File: src/rtl/stk_pkg.sv
// Package: shared types for the stack pair transfer unit.
// Assumes: byte-wide memory and a pointer of two bytes.
package stk_pkg;

    localparam int unsigned MAX_STEPS = 4;
    localparam int unsigned STEP_W    = $clog2(MAX_STEPS);

    typedef enum logic [1:0] {
        OP_PUSH = 2'b00,
        OP_POP  = 2'b01,
        OP_XCHG = 2'b10,
        OP_LDSP = 2'b11
    } stk_op_e;

    typedef enum logic [1:0] {
        PH_IDLE   = 2'd0,
        PH_ACCESS = 2'd1,
        PH_DONE   = 2'd2
    } stk_phase_e;

    typedef enum logic [1:0] {
        AO_SP    = 2'd0,
        AO_PLUS  = 2'd1,
        AO_MINUS = 2'd2
    } addr_off_e;

    typedef enum logic [1:0] {
        SA_HOLD = 2'd0,
        SA_INC  = 2'd1,
        SA_DEC  = 2'd2
    } sp_act_e;

    typedef struct packed {
        logic      we;
        addr_off_e off;
        logic      hi_byte;
        sp_act_e   act;
        logic      last;
    } step_t;

    // Per-operation access plan: what each step addresses, moves and does to the pointer.
    function automatic step_t step_plan(stk_op_e op, logic [STEP_W-1:0] idx);
        step_t s;
        s = '{we: 1'b0, off: AO_SP, hi_byte: 1'b0, act: SA_HOLD, last: 1'b1};
        case (op)
            OP_PUSH: begin
                s.we   = 1'b1;
                s.off  = AO_MINUS;
                s.act  = SA_DEC;
                s.hi_byte = (idx == STEP_W'(0));
                s.last    = (idx == STEP_W'(1));
            end
            OP_POP: begin
                s.off  = AO_SP;
                s.act  = SA_INC;
                s.hi_byte = (idx == STEP_W'(1));
                s.last    = (idx == STEP_W'(1));
            end
            OP_XCHG: begin
                s.we      = idx[1];
                s.off     = idx[0] ? AO_PLUS : AO_SP;
                s.hi_byte = idx[0];
                s.act     = SA_HOLD;
                s.last    = (idx == STEP_W'(3));
            end
            default: ;
        endcase
        return s;
    endfunction

endpackage

File: src/rtl/stk_sp_reg.sv
// Module: stack pointer register with load, increment and decrement.
// Assumes: at most one of inc/dec per cycle; load has priority; wraps modulo 2^W.
module stk_sp_reg #(
    parameter int unsigned W         = 16,
    parameter logic [W-1:0] RESET_VAL = '0
) (
    input  logic         clk,
    input  logic         rst_n,
    input  logic         load,
    input  logic [W-1:0] load_val,
    input  logic         inc,
    input  logic         dec,
    output logic [W-1:0] sp
);

    // Pointer update: reset, load, or one step up/down.
    always_ff @(posedge clk) begin
        if (!rst_n)      sp <= RESET_VAL;
        else if (load)   sp <= load_val;
        else if (inc)    sp <= sp + W'(1);
        else if (dec)    sp <= sp - W'(1);
    end

    // stepping up from all-ones lands on zero.
    p_sp_wrap_up_r7: assert property (@(posedge clk) disable iff (!rst_n)
        (inc && !load && sp == '1) |=> (sp == '0));

    // stepping down from zero lands on all-ones.
    p_sp_wrap_down_r7: assert property (@(posedge clk) disable iff (!rst_n)
        (dec && !load && !inc && sp == '0) |=> (sp == '1));

endmodule

File: src/rtl/stk_seq.sv
// Module: operation sequencer. Latches the operation on start, walks the
// step plan one accepted access at a time, and pulses done once.
// Assumes: start is honoured only in the idle phase.
module stk_seq
    import stk_pkg::*;
(
    input  logic                clk,
    input  logic                rst_n,
    input  logic                start,
    input  stk_op_e             op_in,
    input  logic                mem_rdy,
    output stk_op_e             cur_op,
    output stk_phase_e          phase,
    output step_t               plan,
    output logic                mem_req,
    output logic                accept,
    output logic                launch,
    output logic                busy,
    output logic                done
);

    logic [STEP_W-1:0] step_idx;

    // Decode the current step and the handshake state.
    always_comb begin
        plan    = step_plan(cur_op, step_idx);
        mem_req = (phase == PH_ACCESS);
        accept  = mem_req && mem_rdy;
        launch  = (phase == PH_IDLE) && start;
        busy    = (phase != PH_IDLE);
        done    = (phase == PH_DONE);
    end

    // Phase and step progression.
    always_ff @(posedge clk) begin
        if (!rst_n) begin
            phase    <= PH_IDLE;
            cur_op   <= OP_PUSH;
            step_idx <= '0;
        end else begin
            case (phase)
                PH_IDLE: if (start) begin
                    cur_op   <= op_in;
                    step_idx <= '0;
                    phase    <= (op_in == OP_LDSP) ? PH_DONE : PH_ACCESS;
                end
                PH_ACCESS: if (accept) begin
                    if (plan.last) phase <= PH_DONE;
                    else           step_idx <= step_idx + STEP_W'(1);
                end
                default: phase <= PH_IDLE;
            endcase
        end
    end

    // the completion pulse lasts exactly one cycle.
    p_done_pulse_r9: assert property (@(posedge clk) disable iff (!rst_n)
        done |=> !done);

    // a start seen mid-operation does not replace the latched operation.
    p_op_held_busy_r9: assert property (@(posedge clk) disable iff (!rst_n)
        (phase == PH_ACCESS) |=> $stable(cur_op));

    // without ready, the step does not advance.
    p_no_advance_r8: assert property (@(posedge clk) disable iff (!rst_n)
        (mem_req && !mem_rdy) |=> (phase == PH_ACCESS) && $stable(step_idx));

endmodule

File: src/rtl/stk_pair_path.sv
// Module: pair data path. Holds the register bytes given at start (the
// source for writes) and the result bytes (filled from reads).
// Assumes: launch and capture never coincide.
module stk_pair_path #(
    parameter int unsigned DW = 8
) (
    input  logic          clk,
    input  logic          rst_n,
    input  logic          launch,
    input  logic [DW-1:0] hi_in,
    input  logic [DW-1:0] lo_in,
    input  logic          capture,
    input  logic          cap_hi,
    input  logic [DW-1:0] rdata,
    output logic [DW-1:0] reg_hi,
    output logic [DW-1:0] reg_lo,
    output logic [DW-1:0] res_hi,
    output logic [DW-1:0] res_lo
);

    // Register copies: loaded once per operation, untouched by reads.
    always_ff @(posedge clk) begin
        if (!rst_n) begin
            reg_hi <= '0;
            reg_lo <= '0;
        end else if (launch) begin
            reg_hi <= hi_in;
            reg_lo <= lo_in;
        end
    end

    // Result bytes: default to the input pair, overwritten by read data.
    always_ff @(posedge clk) begin
        if (!rst_n) begin
            res_hi <= '0;
            res_lo <= '0;
        end else if (launch) begin
            res_hi <= hi_in;
            res_lo <= lo_in;
        end else if (capture) begin
            if (cap_hi) res_hi <= rdata;
            else        res_lo <= rdata;
        end
    end

    // read captures never disturb the register copies used for writes.
    p_regs_kept_r4: assert property (@(posedge clk) disable iff (!rst_n)
        (capture && !launch) |=> $stable(reg_hi) && $stable(reg_lo));

endmodule

File: src/rtl/stk_xfer_unit.sv
// Module: stack pair transfer unit (top). Sequences push, pop, exchange
// with top of stack, and load of the stack pointer, one memory byte per
// accepted request.
// Assumes: the caller holds start until it sees busy, and writes back the
// returned pair when done and pair_wr are both high.
module stk_xfer_unit
    import stk_pkg::*;
#(
    parameter int unsigned          DW       = 8,
    parameter logic [2*DW-1:0]      SP_RESET = '0
) (
    input  logic            clk,
    input  logic            rst_n,
    input  logic            start_i,
    input  logic [1:0]      op_i,
    input  logic [DW-1:0]   pair_hi_i,
    input  logic [DW-1:0]   pair_lo_i,
    output logic            busy_o,
    output logic            done_o,
    output logic            pair_wr_o,
    output logic [DW-1:0]   pair_hi_o,
    output logic [DW-1:0]   pair_lo_o,
    output logic [2*DW-1:0] sp_o,
    output logic            mem_req_o,
    output logic            mem_we_o,
    output logic [2*DW-1:0] mem_addr_o,
    output logic [DW-1:0]   mem_wdata_o,
    input  logic [DW-1:0]   mem_rdata_i,
    input  logic            mem_rdy_i
);

    localparam int unsigned AW = 2 * DW;

    stk_op_e    cur_op;
    stk_phase_e phase;
    step_t      plan;
    logic       accept, launch;
    logic       sp_load, sp_inc, sp_dec;
    logic [DW-1:0] reg_hi, reg_lo;

    stk_seq u_seq (
        .clk     (clk),
        .rst_n   (rst_n),
        .start   (start_i),
        .op_in   (stk_op_e'(op_i)),
        .mem_rdy (mem_rdy_i),
        .cur_op  (cur_op),
        .phase   (phase),
        .plan    (plan),
        .mem_req (mem_req_o),
        .accept  (accept),
        .launch  (launch),
        .busy    (busy_o),
        .done    (done_o)
    );

    // Pointer controls from the launch decode and the accepted step.
    always_comb begin
        sp_load = launch && (stk_op_e'(op_i) == OP_LDSP);
        sp_inc  = accept && (plan.act == SA_INC);
        sp_dec  = accept && (plan.act == SA_DEC);
    end

    stk_sp_reg #(.W(AW), .RESET_VAL(SP_RESET)) u_sp (
        .clk      (clk),
        .rst_n    (rst_n),
        .load     (sp_load),
        .load_val ({pair_hi_i, pair_lo_i}),
        .inc      (sp_inc),
        .dec      (sp_dec),
        .sp       (sp_o)
    );

    stk_pair_path #(.DW(DW)) u_path (
        .clk     (clk),
        .rst_n   (rst_n),
        .launch  (launch),
        .hi_in   (pair_hi_i),
        .lo_in   (pair_lo_i),
        .capture (accept && !plan.we),
        .cap_hi  (plan.hi_byte),
        .rdata   (mem_rdata_i),
        .reg_hi  (reg_hi),
        .reg_lo  (reg_lo),
        .res_hi  (pair_hi_o),
        .res_lo  (pair_lo_o)
    );

    // Memory request fields derived from pointer and step plan.
    always_comb begin
        case (plan.off)
            AO_PLUS:  mem_addr_o = sp_o + AW'(1);
            AO_MINUS: mem_addr_o = sp_o - AW'(1);
            default:  mem_addr_o = sp_o;
        endcase
        mem_we_o    = mem_req_o && plan.we;
        mem_wdata_o = plan.hi_byte ? reg_hi : reg_lo;
    end

    // Write-back flag for operations that change the pair.
    always_comb begin
        pair_wr_o = done_o && ((cur_op == OP_POP) || (cur_op == OP_XCHG));
    end

    // an unanswered request keeps every field steady.
    p_hold_until_rdy_r8: assert property (@(posedge clk) disable iff (!rst_n)
        (mem_req_o && !mem_rdy_i) |=> mem_req_o && $stable(mem_addr_o)
            && $stable(mem_we_o) && $stable(mem_wdata_o));

    // the pointer stays put throughout an exchange.
    p_xchg_sp_fixed_r5: assert property (@(posedge clk) disable iff (!rst_n)
        (phase == PH_ACCESS && cur_op == OP_XCHG) |=> $stable(sp_o));

    // loading the pointer makes no memory request.
    p_ldsp_no_access_r6: assert property (@(posedge clk) disable iff (!rst_n)
        (busy_o && cur_op == OP_LDSP) |-> !mem_req_o);

    // the completion cycle carries no request.
    p_no_req_at_done_r9: assert property (@(posedge clk) disable iff (!rst_n)
        done_o |-> !mem_req_o);

endmodule

File: config.mk
export PLATFORM = sky130hd
export DESIGN_NAME = stk_xfer_unit
export DESIGN_NICKNAME = d
export VERILOG_FILES = /design/src/rtl/stk_pkg.sv /design/src/rtl/stk_sp_reg.sv /design/src/rtl/stk_seq.sv /design/src/rtl/stk_pair_path.sv /design/src/rtl/stk_xfer_unit.sv
export SDC_FILE = /design/constraint.sdc
export NUM_CORES = 1
export LEC_CHECK = 0
export BUFFER_PORTS_ARGS = -buffer_cell sky130_fd_sc_hd__buf_2
export CORE_ASPECT_RATIO = 0.6
export CORE_MARGIN = 5
export CORE_UTILIZATION = 58
export CTS_BUF_LIST = sky130_fd_sc_hd__clkbuf_8
export DETAILED_ROUTE_END_ITERATION = 16
export PLACE_DENSITY = 0.86
export SLEW_MARGIN = 30
export SYNTH_ARGS = -nofsm -noshare
export SYNTH_HDL_FRONTEND = slang
export SYNTH_HIERARCHICAL = 1
export SYNTH_SLANG_ARGS = --single-unit
File: constraint.sdc
create_clock -name clk -period 4.03 [get_ports clk]
set_input_delay 0.403 -clock clk [delete_from_list [all_inputs] [get_ports clk]]
set_output_delay 0.403 -clock clk [all_outputs]
set_load 0.01 [all_outputs]
==> impl_metrics.tcl <==
set metrics [dict create \
    status "finished clean" \
    grt_pass1_wl_um 21800 \
    yosysWarnings 6 \
    drt_wl_total_um 13500 \
    area.growth.synth_to_final_pct 11.1 \
    worstPathRequired_ns 3.63 \
    crit_chain "inv_1, nor3b_1, inv_1, ha_1, xor2_1, ha_1, nor3b_1, o21ai_2, a21oi_1, o21ai_0, a211oi_1, xor2_1, buf_2" \
    slowest_stage "a21oi_1" \
    end_kind "primary output" \
    placed_cells 730 \
    final_common_cell "buf_2" \
    grt-ovfl-total 0 \
    drcViolationCount 0 \
    postCtsHoldBufs 0 \
    initial_utilization_pct 59.5 \
    rows 25 \
    multi_input_area_um2 3270 \
    dpl_cell_area_um2 5020 \
    crit_buf_inv 3 \
    fp.dieW_um 126 \
    port-buffer-count 90 \
    place_congestion 0.900 \
    skew_ns 0.00453 \
    die-area_um2 10000 \
    setup_viol 0 \
    maxCapViolCount 0 \
    core_area_um2 7850 \
    fmax_mhz 256 \
    via_per_inst 6.45 \
    syn_area_per_cell_um2 8.15 \
    holdWs_ns 0.349 \
    leakage_uw 0.00233 \
    stdcell_area_um2 5190 \
    grt_max_degree 58 \
    finalMaxSlewViolations 0 \
    wl_per_cell_um 18.2 \
    cts.root.buffer_cell "clkbuf_8" \
    vdd_drop_max_mv 0.249 \
    grt_pass1_vias 4418 \
    cp_max_fo 7 \
    period_share_pct 97.1 \
    cts_tree "built" \
    fill_cells 637 \
    first_iter_violations 581 \
    clkTransAtPathRegs_ns 0.09 \
    cp_top_family "compound AO/OA/AOI/OAI gates" \
    finalHoldViolations 0 \
    period_needed_ns 3.91 \
    clkLatencyLatePin_ns 0.31 \
    post-dp-hpwl_um 9810 \
    clockBufferDepth 2 \
    p_per_area_nw_per_um2 397 \
    final_nets 684 \
    antenna_found_initial 0 \
    num_antenna_cells 0 \
    seq_area_um2 1080 \
    start_kind "flop" \
    drive_above_1_share_pct 23.0 \
    ant_nets 0 \
    vias 4786 \
    htree_num_levels 2 \
    synth_nets 624 \
    final_cell_mix "buf_2, dfxtp_1, nand2_1" \
    grt.total_usage_pct 25.6 \
    tightestPinTransition_ns 0.709 \
    num_io_pins 91 \
    syn_inst 573 \
    arrival_ns 3.51 \
    fin_cells 742 \
    syn_area_um2 4670 \
    fp.dieH_um 79.5 \
    criticalPathCategory "reg2out" \
    fin_tns_setup_ns 0 \
    cts_sinks 54 \
    hold_class "in2reg" \
    slew_headroom_pct 52.7 \
    firstDrtPassIters 6 \
    cts_made_buffers 5 \
    max_stage_delay_ns 0.54 \
]
## layer usage
layer	vias to the layer above	share of wire, %	global-route usage (%)
met5	-	0	0
met4	0	1.3	5.57
met3	27	9.1	5.41
met2	246	46	41.9
met1	2280	44	34.9
li1	2233	-	-
## path summary, 6_finish.rpt
kind | depth (start not counted) | end | slack [ns] | start
worst max-delay path | 13 | mem_addr_o[14] | 0.12 | u_seq/step_idx[0]
worst min-delay path | 2 | u_sp/sp[2] | 0.35 | pair_lo_i[2]
worst max register to register | 12 | u_sp/sp[12] | 0.81 | u_seq/phase[0]
worst min register to register | 2 | u_seq/step_idx[1] | 0.51 | u_seq/step_idx[1]
## flip-flops by register name, summed over array words and instances, names as in the netlist
signal          count
u_path/res_lo       8
u_seq/step_idx      2
u_path/reg_hi       8
u_sp/sp            16
u_seq/cur_op        2
u_path/res_hi       8
u_path/reg_lo       8
u_seq/phase         2
## metrics by stage
step	setup slack, ns	total power (uW)	utilization [%]
floorplan	0.285	1410	-
global placement	0.591	1630	64.0
detailed placement	0.452	1670	64.0
CTS	0.0933	2030	65.3
global route	-0.0519	2190	66.1
finish	0.118	2060	66.1
## report_power, final
group          total (uW)  leakage (uW)  internal, uW  switching, uW
combinational        1040       0.00182           461            578
clock                 357     0.0000607           181            176
sequential            663      0.000445           581           82.2
## area by class of cell
type                    count  share of cell area (%)
multi-input cells         458                    62.9
flip-flops and latches     54                    20.9
repair buffers            101                    10.5
well taps                 108                    2.60
clock buffers               5                    1.33
inverters                  13                    1.01
clock inverters             3                   0.723
## worst register-to-register path, cell delays in order, from the launching register on
cell	delay, ns
dfxtp_1	0.52
and3b_1	0.28
nand2_1	0.07
nor2_1	0.09
buf_4	0.17
inv_1	0.26
ha_1	0.43
nor2b_4	0.15
o2111ai_1	0.39
a21oi_2	0.13
o21ai_1	0.17
mux2_1	0.34
o21ai_1	0.15
## timing repair
| action | 4_1_cts | 5_1_grt |
|---|---|---|
| buffers inserted | 0 | 4 |
| gates resized for setup | 0 | 5 |
| endpoints found under the setup margin | 0 | 4 |
| hold endpoints to repair | 0 | 0 |
(Power assumes the default switching activity.)
